<file path="src/rtl/upd_pkg.sv">
package upd_pkg;
  localparam int VEC_W  = 7;
  localparam int CNT_W  = 3;
  localparam int DIFF_W = CNT_W + 1;
  typedef logic [VEC_W-1:0]         vec_t;
  typedef logic [CNT_W-1:0]         cnt_t;
  typedef logic signed [DIFF_W-1:0] diff_t;
endpackage

</file>
<file path="src/rtl/upd_fa_cell.sv">
module upd_fa_cell (
  input  logic a_i,
  input  logic b_i,
  input  logic c_i,
  output logic s_o,
  output logic co_o
);
  logic axb;
  assign axb  = a_i ^ b_i;
  assign s_o  = axb ^ c_i;
  assign co_o = (a_i & b_i) | (c_i & axb);
endmodule

</file>
<file path="src/rtl/upd_pop7.sv">
// Seven-input ones counter built from four full-adder cells in two stages.
module upd_pop7
  import upd_pkg::*;
(
  input  vec_t vec_i,
  output cnt_t cnt_o
);
  logic [1:0] s1, c1;
  logic       k2;

  // stage 1: two groups of three bits -> two 2-bit counts
  for (genvar g = 0; g < 2; g++) begin : g_stage1
    upd_fa_cell fa_i (
      .a_i (vec_i[3*g]),
      .b_i (vec_i[3*g+1]),
      .c_i (vec_i[3*g+2]),
      .s_o (s1[g]),
      .co_o(c1[g])
    );
  end

  // stage 2: add the two 2-bit counts, seventh bit enters as carry-in
  upd_fa_cell fa_lo_i (
    .a_i (s1[0]),
    .b_i (s1[1]),
    .c_i (vec_i[6]),
    .s_o (cnt_o[0]),
    .co_o(k2)
  );
  upd_fa_cell fa_hi_i (
    .a_i (c1[0]),
    .b_i (c1[1]),
    .c_i (k2),
    .s_o (cnt_o[1]),
    .co_o(cnt_o[2])
  );
endmodule

</file>
<file path="src/rtl/upd_sat_acc.sv">
module upd_sat_acc
  import upd_pkg::*;
#(
  parameter int ACC_W = 8
) (
  input  logic                    clk,
  input  logic                    rst_n,
  input  logic                    clr_i,
  input  logic                    en_i,
  input  diff_t                   delta_i,
  output logic signed [ACC_W-1:0] acc_o
);
  localparam logic signed [ACC_W-1:0] ACC_MAX = {1'b0, {(ACC_W-1){1'b1}}};
  localparam logic signed [ACC_W-1:0] ACC_MIN = {1'b1, {(ACC_W-1){1'b0}}};
  localparam int EXT_W = ACC_W + 1 - DIFF_W;

  logic signed [ACC_W-1:0] acc_q, acc_d;
  logic signed [ACC_W:0]   sum;
  logic                    ovf;

  assign sum = {acc_q[ACC_W-1], acc_q} + {{EXT_W{delta_i[DIFF_W-1]}}, delta_i};
  assign ovf = sum[ACC_W] ^ sum[ACC_W-1];

  always_comb begin
    if (!ovf)         acc_d = sum[ACC_W-1:0];
    else if (sum[ACC_W]) acc_d = ACC_MIN;
    else              acc_d = ACC_MAX;
  end

  always_ff @(posedge clk or negedge rst_n) begin
    if (!rst_n)     acc_q <= '0;
    else if (clr_i) acc_q <= '0;
    else if (en_i)  acc_q <= acc_d;
  end

  assign acc_o = acc_q;

  AST_ACC_FROM_ZERO: assert property (@(posedge clk) disable iff (!rst_n)
    (en_i && !clr_i && acc_q == '0) |=> (acc_q == ACC_W'($past(delta_i))));
  AST_SAT_HI: assert property (@(posedge clk) disable iff (!rst_n)
    (en_i && !clr_i && acc_q == ACC_MAX && !delta_i[DIFF_W-1]) |=> (acc_q == ACC_MAX));
  AST_SAT_LO: assert property (@(posedge clk) disable iff (!rst_n)
    (en_i && !clr_i && acc_q == ACC_MIN && delta_i[DIFF_W-1]) |=> (acc_q == ACC_MIN));
  AST_CLR_ZERO: assert property (@(posedge clk) disable iff (!rst_n)
    clr_i |=> (acc_q == '0));
  AST_ACC_HOLD: assert property (@(posedge clk) disable iff (!rst_n)
    (!en_i && !clr_i) |=> $stable(acc_q));
endmodule

</file>
<file path="src/rtl/upd_integrator.sv">
module upd_integrator
  import upd_pkg::*;
#(
  parameter int ACC_W = 8
) (
  input  logic                    clk,
  input  logic                    rst_n,
  input  logic                    clr_i,
  input  logic                    in_valid_i,
  output logic                    in_ready_o,
  input  logic [6:0]              up_i,
  input  logic [6:0]              dn_i,
  output logic                    out_valid_o,
  output logic signed [3:0]       diff_o,
  output logic signed [ACC_W-1:0] acc_o
);
  localparam int NCH = 2; // channel 0 = up, channel 1 = down

  vec_t [NCH-1:0] vec;
  cnt_t [NCH-1:0] cnt;
  diff_t          diff_c, diff_q;
  logic           accept, vld_q;

  assign vec[0] = up_i;
  assign vec[1] = dn_i;

  for (genvar ch = 0; ch < NCH; ch++) begin : g_chan
    upd_pop7 pop_i (.vec_i(vec[ch]), .cnt_o(cnt[ch]));
  end

  assign diff_c     = $signed({1'b0, cnt[0]}) - $signed({1'b0, cnt[1]});
  assign in_ready_o = ~clr_i;
  assign accept     = in_valid_i & in_ready_o;

  always_ff @(posedge clk or negedge rst_n) begin
    if (!rst_n) begin
      diff_q <= '0;
      vld_q  <= 1'b0;
    end else begin
      vld_q <= accept;
      if (accept) diff_q <= diff_c;
    end
  end

  upd_sat_acc #(.ACC_W(ACC_W)) acc_i (
    .clk    (clk),
    .rst_n  (rst_n),
    .clr_i  (clr_i),
    .en_i   (accept),
    .delta_i(diff_c),
    .acc_o  (acc_o)
  );

  assign out_valid_o = vld_q;
  assign diff_o      = diff_q;

  AST_POP_UP: assert property (@(posedge clk) disable iff (!rst_n)
    in_valid_i |-> (32'(cnt[0]) == $countones(up_i)));
  AST_POP_DN: assert property (@(posedge clk) disable iff (!rst_n)
    in_valid_i |-> (32'(cnt[1]) == $countones(dn_i)));
  AST_OUT_PULSE: assert property (@(posedge clk) disable iff (!rst_n)
    accept |=> out_valid_o);
  AST_IDLE_HOLD: assert property (@(posedge clk) disable iff (!rst_n)
    !accept |=> (!out_valid_o && $stable(diff_o)));
endmodule

</file>
<file path="config.mk">
export PLATFORM = sky130hd
export DESIGN_NAME = upd_integrator
export DESIGN_NICKNAME = d
export VERILOG_FILES = /design/src/rtl/upd_pkg.sv /design/src/rtl/upd_fa_cell.sv /design/src/rtl/upd_pop7.sv /design/src/rtl/upd_sat_acc.sv /design/src/rtl/upd_integrator.sv
export SDC_FILE = /design/constraint.sdc
export NUM_CORES = 1
export LEC_CHECK = 0
export BUFFER_PORTS_ARGS = -buffer_cell sky130_fd_sc_hd__buf_2
export CORE_ASPECT_RATIO = 1.1
export CORE_MARGIN = 1
export CORE_UTILIZATION = 35
export DETAILED_ROUTE_END_ITERATION = 8
export SETUP_SLACK_MARGIN = 0.02
export SLEW_MARGIN = 20
export SYNTH_ARGS = -nofsm -noshare
export SYNTH_HDL_FRONTEND = slang
export SYNTH_HIERARCHICAL = 1
export SYNTH_SLANG_ARGS = --single-unit
</file>
<file path="constraint.sdc">
create_clock -name clk -period 1.76 [get_ports clk]
set_input_delay 0.088 -clock clk [delete_from_list [all_inputs] [get_ports clk]]
set_output_delay 0.088 -clock clk [all_outputs]
set_load 0.005 [all_outputs]
</file>
==> metrics.csv <==
metric;value;unit
drt_first_pass_iters;4;
fillers;305;
wl_per_cell;13.3;um
drcViolationCount;0;
period_needed;3.55;ns
vdd_drop_max;0.000712;V
whs;0.126;ns
gp_congestion;0.819;
drtIter0Drc;17;
worst-r2r-cell-count;6;
h-tree-depth;1;
portBuffers;31;
p_per_area;1570;nW/um2
fin_crit_sh;201;%
slew_viol_final;0;
die-height;63.9;um
ff_latch_area;325;um2
layout.nets;223;
postPlaceCellArea;1690;um2
grt_overflow;0;
setup_tns;-15.50;ns
die_area;3720;um2
fin_util;56.0;%
synthAdderAreaFrac;27.7;%
synth_edf_count;0;
synth.distinct_cells;34;
grt_pass1_wl;5030;um
path_max_fanout;6;
design_area;1870;um2
clk_latency;0.27;ns
viasPerCell;4.89;
syn_inst;117;
synth_compound_area_share;21.9;%
synth_flop_cell;dfrtp_1;
end_kind;register;
cpPeakStageDelay;0.58;ns
cts_sinks;13;
num_antenna_cells;0;
ys_top_cells_by_count;dfrtp_1, ha_1, fa_1, inv_1, nor2_1;
clockBufferDepth;2;
hold_depth;3;
power.total;2.93;mW
hold_viol;0;
slowest_stage;fa_2;
place_hpwl;2430;um
worst_slew_pin_slew;0.457;ns
cts_tree;yes;
synth_xor_area_share;2.87;%
dr_total_vias;1129;
pre_cts_ws;-2.18;ns
hold_end;diff_o[0]$_DFFE_PN0P_;
grt_max_degree;15;
cp_num_buf_inv;2;
max_slew_margin;69.5;%
core;3330;um2
yosysSeqAreaShare;26.7;%
yosysMostFrequentCell;dfrtp_1;
ys_ff_latch;13;
path_class;in -> reg;
dp.cells;219;
start_util;36.6;%
synth_top_cells_by_area;dfrtp_1, fa_1, ha_1, a211oi_1, a21o_1;
grt_use_total;18.0;%
crit_chain;buf_6 > fa_1 > fa_2 > fa_2 > ha_4 > a21o_1 > a21oi_4 > buf_6 > ha_4 > a21oi_2 > o21ai_2 > or3_4 > a31oi_4 > a211oi_2;
status;finished, violations left;
crit_arrival;3.70;ns
synth_top_family_by_area;adder cells;
root_buffer;clkbuf_4;
postRouteAntennaNets;0;
fin_cells;231;
antenna_found_initial;0;
rsz0062_at_grt;yes;
async_flop_share;100;%
synthesis.area_per_instance;10.4;um2
cap_violations;0;
multi_input_area;976;um2
fmax;0.282;GHz
netlist_area;1220;um2
yosys_warnings;6;
syn_nets;156;
post-synth-top-area-cell;dfrtp_1;
hold_class;in -> reg;
setup_viol;11;
layout-drive-gt1-share;55.7;%
synth_top_area_share;26.7;%
clkTransAtPathRegs;0.08;ns
clock-skew-final;0.00135;ns
synth.area.mux_share;3.29;%
fin_ws;-1.79;ns
syn2layout_area_growth;53.1;%
violations;setup timing;
rows;22;
r2r-start;acc_i/acc_o[1]$_DFFE_PN0P_;
critPathLaunchType;input port;
synthSimpleGateAreaFrac;12.9;%
rr_endpoint;acc_i/acc_o[5]$_DFFE_PN0P_;
drt_wl_total;3070;um
grt_pass1_vias;1156;
leakagePower;0.896;nW
numCtsBuffers;3;
critical_path_required;1.92;ns
ios;32;
crit_family;adder cells;
die-width;58.3;um
min_from;in_valid_i;
rrSetupSlack;-0.25;ns
cell usage in the layout, fill, tap and decap left out, drive strengths merged:
cell type	Yosys	layout
buf	2	64
dfrtp	13	13
ha	11	11
inv	10	10
fa	10	10
nor2	9	9
a211oi	7	7
a21oi	7	7
nand2	6	6
nand3	6	6
o21ai	6	6
a21o	5	5
o211ai	3	3
clkbuf	1	3
xor2	3	3
mux2	2	2
a311oi	2	2
nand4	2	2
a31oi	2	2
or3	2	2
nand2b	1	1
mux2i	1	1
a2111oi	1	1
nor2b	1	1
nor3	1	1
or3b	1	1
or2	1	1
xnor2	1	1
clkinv	0	1
dlygate4sd3	0	1
layer usage:
layer / global-route usage, % / wire length (um) / vias up / part of all wire, %
li1: - / - / 550 / -
met1: 21.1 / 1320 / 551 / 43
met2: 32.0 / 1620 / 24 / 53
met3: 2.43 / 74 / 4 / 2.4
met4: 8.04 / 46 / 0 / 1.5
met5: 0 / 0 / - / 0
flip-flops by register name (all words and copies together) (netlist names):
register     count
diff_o           4
out_valid_o      1
acc_i/acc_o      8
worst max path at each step:
stage	start	to	slack, ns	cells after the start
finish	up_i[3]	acc_i/acc_o[5]$_DFFE_PN0P_	-1.79	14
global route	dn_i[3]	acc_i/acc_o[6]$_DFFE_PN0P_	-1.89	15
CTS	up_i[3]	acc_i/acc_o[5]$_DFFE_PN0P_	-1.78	14
detailed placement	up_i[3]	acc_i/acc_o[5]$_DFFE_PN0P_	-2.18	14
global placement	up_i[3]	acc_i/acc_o[4]$_DFFE_PN0P_	-2.12	14
floorplan	up_i[3]	acc_i/acc_o[6]$_DFFE_PN0P_	-1.81	12
cell families after synthesis:
group	after synthesis
adders and majority gates	21
muxes	3
xor gates and xnor gates	4
and+or+nand+nor	30
DFF	13
AOI/OAI and AO/OA	33
buffers and inverters	13
where the power goes:
part,switching [mW],leakage [nW],internal [mW]
Combinational,1.08,0.712,1.24
Clock,0.102,0.0177,0.0842
Sequential,0.0525,0.166,0.374
Total,1.23,0.896,1.70
worst register-to-register path, delay by kind of cell, from the launching register on:
kind | cells | cell delay [ns]
AO/OA/AOI/OAI | 3 | 0.66
adder cells (fa/ha/maj) | 1 | 0.34
flip-flops | 1 | 0.43
AND/OR/NAND/NOR | 2 | 0.46
final cells by class:
class / instances / share of cell area [%]
clock buffer: 3 / 1.21
clock inverter: 1 / 0.268
inverter: 10 / 2.01
multi-input combinational: 91 / 52.3
sequential: 13 / 17.4
tap: 48 / 3.22
timing repair buffer: 65 / 23.5
repair_timing:
action	in CTS	in global routing
pin swaps	12	11
setup endpoints to repair	11	11
hold endpoints to repair	13	0
resized for setup	9	9
setup buffers	5	2
hold buffers	1	0
(Power assumes the default switching activity.)
